$ cat src/rtl/tw_pkg.sv
package tw_pkg;
  typedef enum logic [2:0] {
    ST_IDLE, ST_ADDR, ST_CMD, ST_CNT, ST_DATA, ST_DROP
  } tw_state_e;

  function automatic logic [7:0] reg_default(input int idx);
    return (idx == 0) ? 8'hFF : 8'hC0;
  endfunction
endpackage

$ cat src/rtl/tw_line_sync.sv
module tw_line_sync #(
  parameter int STAGES = 2
) (
  input  logic clk_i,
  input  logic rst_ni,
  input  logic scl_i,
  input  logic sda_i,
  output logic sda_o,
  output logic scl_rise_o,
  output logic scl_fall_o,
  output logic start_o,
  output logic stop_o
);
  logic [STAGES:0] scl_sr, sda_sr;

  always_ff @(posedge clk_i or negedge rst_ni) begin
    if (!rst_ni) begin
      scl_sr <= '1;
      sda_sr <= '1;
    end else begin
      scl_sr <= {scl_sr[STAGES-1:0], scl_i};
      sda_sr <= {sda_sr[STAGES-1:0], sda_i};
    end
  end

  logic scl_now, scl_prev, sda_now, sda_prev;
  assign scl_now  = scl_sr[STAGES-1];
  assign scl_prev = scl_sr[STAGES];
  assign sda_now  = sda_sr[STAGES-1];
  assign sda_prev = sda_sr[STAGES];

  assign sda_o      = sda_now;
  assign scl_rise_o = scl_now & ~scl_prev;
  assign scl_fall_o = ~scl_now & scl_prev;
  // bus conditions only while SCL stays high across the SDA edge
  assign start_o    = scl_now & scl_prev & sda_prev & ~sda_now;
  assign stop_o     = scl_now & scl_prev & ~sda_prev & sda_now;
endmodule

$ cat src/rtl/tw_byte_engine.sv
module tw_byte_engine
  import tw_pkg::*;
#(
  parameter logic [6:0] SLAVE_ADDR = 7'h69,
  parameter int         NUM_REGS   = 3,
  parameter int         IDX_W      = (NUM_REGS > 1) ? $clog2(NUM_REGS) : 1
) (
  input  logic             clk_i,
  input  logic             rst_ni,
  input  logic             sda_i,
  input  logic             scl_rise_i,
  input  logic             scl_fall_i,
  input  logic             start_i,
  input  logic             stop_i,
  output logic             sda_oe_o,
  output logic             wr_en_o,
  output logic [IDX_W-1:0] wr_idx_o,
  output logic [7:0]       wr_data_o
);
  localparam logic [7:0] NREG8 = 8'(NUM_REGS);

  tw_state_e  state_q;
  logic [3:0] bit_cnt_q;
  logic [7:0] shreg_q, count_q, idx_q;
  logic       ack_ph_q;

  always_ff @(posedge clk_i or negedge rst_ni) begin
    if (!rst_ni) begin
      state_q   <= ST_IDLE;
      bit_cnt_q <= '0;
      shreg_q   <= '0;
      count_q   <= '0;
      idx_q     <= '0;
      ack_ph_q  <= 1'b0;
      sda_oe_o  <= 1'b0;
      wr_en_o   <= 1'b0;
      wr_idx_o  <= '0;
      wr_data_o <= '0;
    end else begin
      wr_en_o <= 1'b0;
      if (start_i) begin
        state_q   <= ST_ADDR;
        bit_cnt_q <= '0;
        ack_ph_q  <= 1'b0;
        sda_oe_o  <= 1'b0;
      end else if (stop_i) begin
        state_q   <= ST_IDLE;
        bit_cnt_q <= '0;
        ack_ph_q  <= 1'b0;
        sda_oe_o  <= 1'b0;
      end else if (state_q != ST_IDLE && state_q != ST_DROP) begin
        if (scl_rise_i && !ack_ph_q && bit_cnt_q < 4'd8) begin
          shreg_q   <= {shreg_q[6:0], sda_i};
          bit_cnt_q <= bit_cnt_q + 4'd1;
        end else if (scl_fall_i && ack_ph_q) begin
          // end of ninth pulse: release the line, next byte
          ack_ph_q  <= 1'b0;
          sda_oe_o  <= 1'b0;
          bit_cnt_q <= '0;
        end else if (scl_fall_i && bit_cnt_q == 4'd8) begin
          case (state_q)
            ST_ADDR: begin
              if (shreg_q[7:1] == SLAVE_ADDR && !shreg_q[0]) begin
                ack_ph_q <= 1'b1;
                sda_oe_o <= 1'b1;
                state_q  <= ST_CMD;
              end else begin
                state_q  <= ST_DROP;
              end
            end
            ST_CMD: begin
              ack_ph_q <= 1'b1;
              sda_oe_o <= 1'b1;
              state_q  <= ST_CNT;
            end
            ST_CNT: begin
              ack_ph_q <= 1'b1;
              sda_oe_o <= 1'b1;
              count_q  <= shreg_q;
              idx_q    <= '0;
              state_q  <= ST_DATA;
            end
            ST_DATA: begin
              ack_ph_q <= 1'b1;
              sda_oe_o <= 1'b1;
              if (idx_q < count_q && idx_q < NREG8) begin
                wr_en_o   <= 1'b1;
                wr_idx_o  <= IDX_W'(idx_q);
                wr_data_o <= shreg_q;
              end
              if (idx_q != 8'hFF) idx_q <= idx_q + 8'd1;
            end
            default: state_q <= ST_DROP;
          endcase
        end
      end
    end
  end

  a_r2_ack_in_window: assert property (@(posedge clk_i) disable iff (!rst_ni)
    sda_oe_o |-> ack_ph_q);
  a_r3_drop_silent: assert property (@(posedge clk_i) disable iff (!rst_ni)
    (state_q == ST_DROP) |-> !sda_oe_o);
  a_r4_write_only_data: assert property (@(posedge clk_i) disable iff (!rst_ni)
    wr_en_o |-> (state_q == ST_DATA));
  a_r7_idx_bound: assert property (@(posedge clk_i) disable iff (!rst_ni)
    wr_en_o |-> (32'(wr_idx_o) < NUM_REGS));
  a_r9_start_rearms: assert property (@(posedge clk_i) disable iff (!rst_ni)
    start_i |=> (state_q == ST_ADDR && !sda_oe_o));
  a_r8_stop_idles: assert property (@(posedge clk_i) disable iff (!rst_ni)
    (stop_i && !start_i) |=> (state_q == ST_IDLE && !wr_en_o));
endmodule

$ cat src/rtl/tw_reg_file.sv
module tw_reg_file
  import tw_pkg::*;
#(
  parameter int NUM_REGS = 3,
  parameter int IDX_W    = (NUM_REGS > 1) ? $clog2(NUM_REGS) : 1
) (
  input  logic                  clk_i,
  input  logic                  rst_ni,
  input  logic                  wr_en_i,
  input  logic [IDX_W-1:0]      wr_idx_i,
  input  logic [7:0]            wr_data_i,
  output logic [NUM_REGS*8-1:0] regs_o
);
  for (genvar g = 0; g < NUM_REGS; g++) begin : g_reg
    logic [7:0] q;
    always_ff @(posedge clk_i or negedge rst_ni) begin
      if (!rst_ni)                                       q <= reg_default(g);
      else if (wr_en_i && 32'(wr_idx_i) == g)            q <= wr_data_i;
    end
    assign regs_o[g*8 +: 8] = q;
  end

  a_r8_hold_without_write: assert property (@(posedge clk_i) disable iff (!rst_ni)
    !wr_en_i |=> $stable(regs_o));
endmodule

$ cat src/rtl/twowire_ctrl_regs.sv
module twowire_ctrl_regs
  import tw_pkg::*;
#(
  parameter logic [6:0] SLAVE_ADDR  = 7'h69,
  parameter int         SYNC_STAGES = 2,
  parameter int         NUM_PAIRS   = 6
) (
  input  logic                 clk_i,
  input  logic                 rst_ni,
  input  logic                 scl_i,
  input  logic                 sda_i,
  output logic                 sda_oe_o,
  output logic [NUM_PAIRS-1:0] pair_en_o,
  output logic                 test_sel_o
);
  localparam int NUM_REGS = 3;
  localparam int IDX_W    = $clog2(NUM_REGS);

  logic sda_s, scl_rise, scl_fall, start, stop;
  logic wr_en;
  logic [IDX_W-1:0] wr_idx;
  logic [7:0] wr_data;
  logic [NUM_REGS*8-1:0] regs;

  tw_line_sync #(.STAGES(SYNC_STAGES)) u_sync (
    .clk_i, .rst_ni, .scl_i, .sda_i,
    .sda_o(sda_s), .scl_rise_o(scl_rise), .scl_fall_o(scl_fall),
    .start_o(start), .stop_o(stop)
  );

  tw_byte_engine #(.SLAVE_ADDR(SLAVE_ADDR), .NUM_REGS(NUM_REGS), .IDX_W(IDX_W)) u_eng (
    .clk_i, .rst_ni, .sda_i(sda_s), .scl_rise_i(scl_rise), .scl_fall_i(scl_fall),
    .start_i(start), .stop_i(stop), .sda_oe_o,
    .wr_en_o(wr_en), .wr_idx_o(wr_idx), .wr_data_o(wr_data)
  );

  tw_reg_file #(.NUM_REGS(NUM_REGS), .IDX_W(IDX_W)) u_regs (
    .clk_i, .rst_ni, .wr_en_i(wr_en), .wr_idx_i(wr_idx), .wr_data_i(wr_data),
    .regs_o(regs)
  );

  // fixed bit positions decoded by the pair drivers
  logic [7:0] r0, r1, r2;
  assign r0 = regs[7:0];
  assign r1 = regs[15:8];
  assign r2 = regs[23:16];

  logic [5:0] map;
  assign map = {r0[2], r0[0], r1[6], r0[3], r0[6], r0[7]};
  assign pair_en_o  = NUM_PAIRS'(map);
  assign test_sel_o = r2[7];

  a_r10_no_cond_scl_low: assert property (@(posedge clk_i) disable iff (!rst_ni)
    (start || stop) |-> $past(scl_i));
endmodule

$ cat config.mk
export PLATFORM = sky130hd
export DESIGN_NAME = twowire_ctrl_regs
export DESIGN_NICKNAME = d
export VERILOG_FILES = /design/src/rtl/tw_pkg.sv /design/src/rtl/tw_line_sync.sv /design/src/rtl/tw_byte_engine.sv /design/src/rtl/tw_reg_file.sv /design/src/rtl/twowire_ctrl_regs.sv
export SDC_FILE = /design/constraint.sdc
export NUM_CORES = 1
export LEC_CHECK = 0
export BUFFER_PORTS_ARGS = -buffer_cell sky130_fd_sc_hd__buf_2
export CAP_MARGIN = 20
export CORE_MARGIN = 4
export CORE_UTILIZATION = 65
export DETAILED_ROUTE_END_ITERATION = 10
export GPL_ROUTABILITY_DRIVEN = 0
export MAX_ROUTING_LAYER = met4
export PLACE_DENSITY_LB_ADDON = 0.12
export SLEW_MARGIN = 0
export SYNTH_ARGS = -nofsm -noshare
export SYNTH_HDL_FRONTEND = slang
export SYNTH_SLANG_ARGS = --single-unit
$ cat constraint.sdc
create_clock -name clk_i -period 5.6 [get_ports clk_i]
set_clock_uncertainty 0.05 [all_clocks]
set_input_delay 0.28 -clock clk_i [delete_from_list [all_inputs] [get_ports clk_i]]
set_output_delay 0.28 -clock clk_i [all_outputs]
set_load 0.01 [all_outputs]
Yosys cells after proc, flatten, opt, wreduce, memory -nomap -nowiden
Cells that the tools add are included.
- output and inout port bits: 8
- word-level logic and storage cells: 108
- input port bits: 4
- register bits after elaboration: 72
- bitwise gates (word level): 15
- magnitude comparators: 3
- muxes and demuxes: 31
- equality and inequality tests: 15
- $add $sub $neg: 2
- reductions and logical operators: 28
- operators with widths (cell ; number):
    3-bit two-way mux ; 7
    4-bit two-way mux ; 5
    8-bit case mux with 2 select lines ; 1
    8-bit AND reduction ; 2
    1-bit two-way mux ; 15
    3-bit inequality test (second input constant) ; 4
    3-bit case mux with 4 select lines ; 1
    1-bit logical AND ; 10
    5-bit AND reduction ; 2
    3-bit nonzero test ; 3
    8-bit by 1-bit adder with 8-bit output (second input constant) ; 1
    8-bit by 2-bit less-than comparator with 1-bit output (second input constant) ; 1
    8-bit less-than comparator ; 1
    8-bit two-way mux ; 1
    8-bit inequality test (second input constant) ; 1
    1-bit NOT ; 8
    4-bit nonzero test ; 2
    1-bit bitwise AND ; 7
    7-bit equality test (second input constant) ; 1
    7-bit AND reduction ; 1
    3-bit by 2-bit equality test with 1-bit output (second input constant) ; 2
    5-bit by 3-bit inequality test with 1-bit output (second input constant) ; 1
    5-bit nonzero test ; 1
    4-bit by 1-bit adder with 4-bit output (second input constant) ; 1
    other kinds (14) ; 15

Longest topological paths before layout
- word-level depth: 10
- depth in mapped cells: 8
- depth with buffers taken out: 7

Hierarchy
Synthesis repeated with hierarchy kept, for this count alone.
- cell total of the unflattened synthesis: 278
- area, all modules: 3423.3 µm²
- by module, submodules not included (module ; cells an instance ; area an instance (µm²) ; sequential area each (µm²) ; times used):
    tw_byte_engine ; 217 ; 2306.0 ; 1076.0 ; 1
    tw_reg_file ; 51 ; 927.1 ; 615.6 ; 1
    tw_line_sync ; 10 ; 190.2 ; 157.7 ; 1

Worst setup path before layout
No wires, ideal clock.
- path type: reg-to-reg
- from: register u_eng.idx_q[1]
- to: register u_eng.wr_data_o[0]
- buffers on the path: 0
- setup time: 0.127 ns
- arrival: 1.638 ns
- period minus slack after synthesis: 1.816 ns
- cell stages (with the launch flop): 7
- required time: 5.423 ns
- slack: 3.784 ns
- cell sequence: dfrtp_1 ha_1 o211ai_1 a21oi_1 nor4_1 o21ai_2 mux2_1
- cells in the longest elaborated chain, start to end: 3
- elaborated cells between the ends (all ways): 4
- those cells by class: 2 x order compare; 2 x reduce/logical
- ends and longest elaborated chain (item ; line ; text):
    start: declaration ; tw_byte_engine.sv:24 ; logic [7:0] shreg_q, count_q, idx_q;
    start signal: assignment ; tw_byte_engine.sv:91 ; if (idx_q != 8'hFF) idx_q <= idx_q + 8'd1;
    8-bit less-than comparator / 8-bit by 2-bit less-than comparator with 1-bit output (equally long branches) ; tw_byte_engine.sv:86 ; if (idx_q < count_q && idx_q < NREG8) begin
    1-bit logical AND * ; tw_byte_engine.sv:86 ;
    8-bit AND reduction (no source line) * ; - ;
    end signal: assignment ; tw_byte_engine.sv:89 ; wr_data_o <= shreg_q;
    end: declaration ; tw_byte_engine.sv:18 ; output logic [7:0] wr_data_o
Every way passes the cells marked *; elsewhere a longest branch is shown, timed or not.
A chain may end at the register's enable or synchronous reset.

Final worst setup path
- from: register u_sync.scl_sr[2]
- to: register u_eng.count_q[0]
- cells in the longest elaborated chain, start to end: 6
- elaborated cells between the ends (all ways): 17
- those cells by class: 12 x bitwise; 5 x reduce/logical
- ends and longest elaborated chain (item ; line ; text):
    start: declaration ; tw_line_sync.sv:14 ; logic [STAGES:0] scl_sr, sda_sr;
    start signal: assignment ; tw_line_sync.sv:21 ; scl_sr <= {scl_sr[STAGES-1:0], scl_i};
    branches (longest 5 deep; another with 1-bit bitwise AND) ; - ;
    7-bit AND reduction (no source line) * ; - ;
    end signal: assignment ; tw_byte_engine.sv:79 ; count_q <= shreg_q;
    end: declaration ; tw_byte_engine.sv:24 ;
Mark *: on every way between the ends.

==> impl_metrics.tcl <==
set metrics [dict create \
    grt_max_degree 54 \
    fin_util 0.734 \
    fin_crit_ns 2.52 \
    peakVddDrop_v 0.000218 \
    postCtsSetupRepairBufs 0 \
    fmax_mhz 397 \
    route.detailed.drc 0 \
    clk_pin_slew_ns 0.09 \
    die_h_um 70.9 \
    postRouteAntennaNets 0 \
    grt_pass1_wl_um 8070 \
    placed_area_um2 2650 \
    rsz0062_at_grt "no" \
    drt_iter0_drc 147 \
    final_cell_mix "dfrtp_1 (40), inv_1 (19), mux2_2 (16), nand3_1 (13), dfstp_2 (13)" \
    cts_hold_buf 0 \
    worstSetupPathType "flop to flop" \
    dpl.hpwl_um 3320 \
    final_nets 249 \
    max_stage_delay_ns 0.70 \
    crit_path_cell_trace "nor2b_1 > nand2_4 > nor3b_4 > mux2_2" \
    clockBufferDepth 2 \
    cts-root-buf "clkbuf_8" \
    synth_seq_cells 53 \
    finalWorstSetupSlack_ns 3.08 \
    finalCritPeriodShare 0.450 \
    cap_violations 0 \
    synthFlopType "dfrtp_1" \
    stdcell_area_um2 2750 \
    htree_levels 2 \
    diodes 0 \
    drt_wl_total_um 4680 \
    hold_path.class "input pin to flop" \
    first_pass_iters 4 \
    overflow 0 \
    grt_pass1_vias 1752 \
    numPortBuffers 11 \
    status "completed" \
    yosysTopAreaCell "dfrtp_1" \
    crit_path_start_kind "flop" \
    cts_tree "done" \
    finalHoldViolations 0 \
    layout_commonest_cell "dfrtp_1" \
    worstMarginPinSlew_ns 0.778 \
    ys_seq_area_frac 0.522 \
    drv_slew 0 \
    syn_area_per_cell_um2 11.6 \
    core_um2 3740 \
    placed_cells 276 \
    syn_to_final_growth_pct 6.81 \
    worst-endpoint-required_ns 5.74 \
    setup_viol 0 \
    cts_resized 0 \
    cp-end-kind "flop" \
    cp_slowest_cell "nor3b_4" \
    cts_buffers 5 \
    synth_nets 236 \
    initial_utilization 0.687 \
    die_w_um 70.9 \
    clk_latency_ns 0.30 \
    synth_edf_count 0 \
    slew_headroom 0.481 \
    antenna_found_initial 0 \
    power_uw 671 \
    via_per_inst 5.94 \
    leakagePower_nw 1.25 \
    fp-row-count 22 \
    setup-tns-final_ns 0 \
    drive_gt1_frac 0.250 \
    synth_top_area_frac 0.389 \
    path_max_fanout 22 \
    hold_slack_ns 0.0201 \
    dieArea_um2 5030 \
    cts.sinks 53 \
    syn_inst 222 \
    critical_path_arrival_ns 2.66 \
    synth.cell_area_um2 2570 \
    wl_per_cell_um 16.5 \
    synth_cell_types 47 \
    track_usage 0.210 \
    instances_no_fill 284 \
    io_pins 12 \
    ys.warnings.count 0 \
    preCtsSetupSlack_ns 3.10 \
    powerDensity_nw_per_um2 244 \
    synthTopCellsByArea "dfrtp_1 (39%), dfstp_2 (13%), mux2_2 (7.0%)" \
    synthArstFlopShare 1.00 \
    vias 1686 \
]
-- power breakdown --
part / switching [mW] / leakage, nW / internal [mW]
logic: 0.0201 / 0.506 / 0.0163
clock network: 0.122 / 0.0512 / 0.100
registers: 0.0154 / 0.690 / 0.397
-- cell families after synthesis --
logic type | Yosys count | synth area share
xor gates and xnor gates | 7 | 0.0238
and+or+nand+nor | 61 | 0.144
DFF | 53 | 0.522
buffers and inverters | 25 | 0.0448
adders and majority gates | 10 | 0.0487
muxes | 25 | 0.109
AOI/OAI and AO/OA | 41 | 0.108
-- state kept, by name (all words and copies together) (netlist names), 4 cells and up --
signal           cells
u_regs.g.q           7
u_eng.shreg_q        8
u_eng.wr_data_o      5
u_eng.bit_cnt_q      4
u_eng.idx_q          8
u_eng.count_q        8
-- worst paths after layout --
check | start | end | slack [ns] | depth (start not counted)
worst max-delay path | u_sync.scl_sr[2]$_DFF_PN1_ | u_eng.count_q[0]$_DFFE_PN0P_ | 3.08 | 4
worst min-delay path | sda_i | u_sync.sda_sr[0]$_DFF_PN1_ | 0.02 | 1
worst max register to register | u_sync.scl_sr[2]$_DFF_PN1_ | u_eng.count_q[0]$_DFFE_PN0P_ | 3.08 | 4
worst min register to register | u_sync.scl_sr[0]$_DFF_PN1_ | u_sync.scl_sr[1]$_DFF_PN1_ | 0.31 | 0
max in group asynchronous | rst_ni | u_eng.wr_data_o[3]$_DFFE_PN0P_ | 5.04 | 2
min in group asynchronous | rst_ni | u_eng.idx_q[5]$_DFFE_PN0P_ | 0.03 | 2
-- Yosys cell counts (6+ instances only) --
cell type and instances:
dfrtp_1 40, inv_1 19, mux2_2 16, dfstp_2 13
nand3_1 13, nand2_1 11, nor2_1 11, o21ai_0 11
ha_1 10, a21oi_1 7, mux2_1 7, xnor2_1 6
-- layout make-up --
| class | instances | area [um2] |
|---|---|---|
| Sequential cell | 53 | 1340 |
| Multi-Input combinational cell | 144 | 1110 |
| Fill cell | 290 | 997 |
| Clock buffer | 6 | 82.6 |
| Inverter | 19 | 71.3 |
| Timing Repair Buffer | 12 | 62.6 |
| Tap cell | 48 | 60.1 |
| Clock inverter | 2 | 13.8 |
-- routing by layer --
metal / global-route usage / wire, um / vias to the layer above
met1: 0.267 / 2130 / 834
met3: 0.0426 / 118 / 8
met4: 0.0689 / 69 / 0
li1: - / - / 815
met5: - / 0 / -
met2: 0.338 / 2370 / 29
-- worst max-delay path, delay by kind of cell, from the launching register on --
family	cells	cell delay [ns]
AND/OR/NAND/NOR	3	1.37
multiplexers	1	0.42
flip-flops	1	0.58
Power figures use the tool's default switching activity.
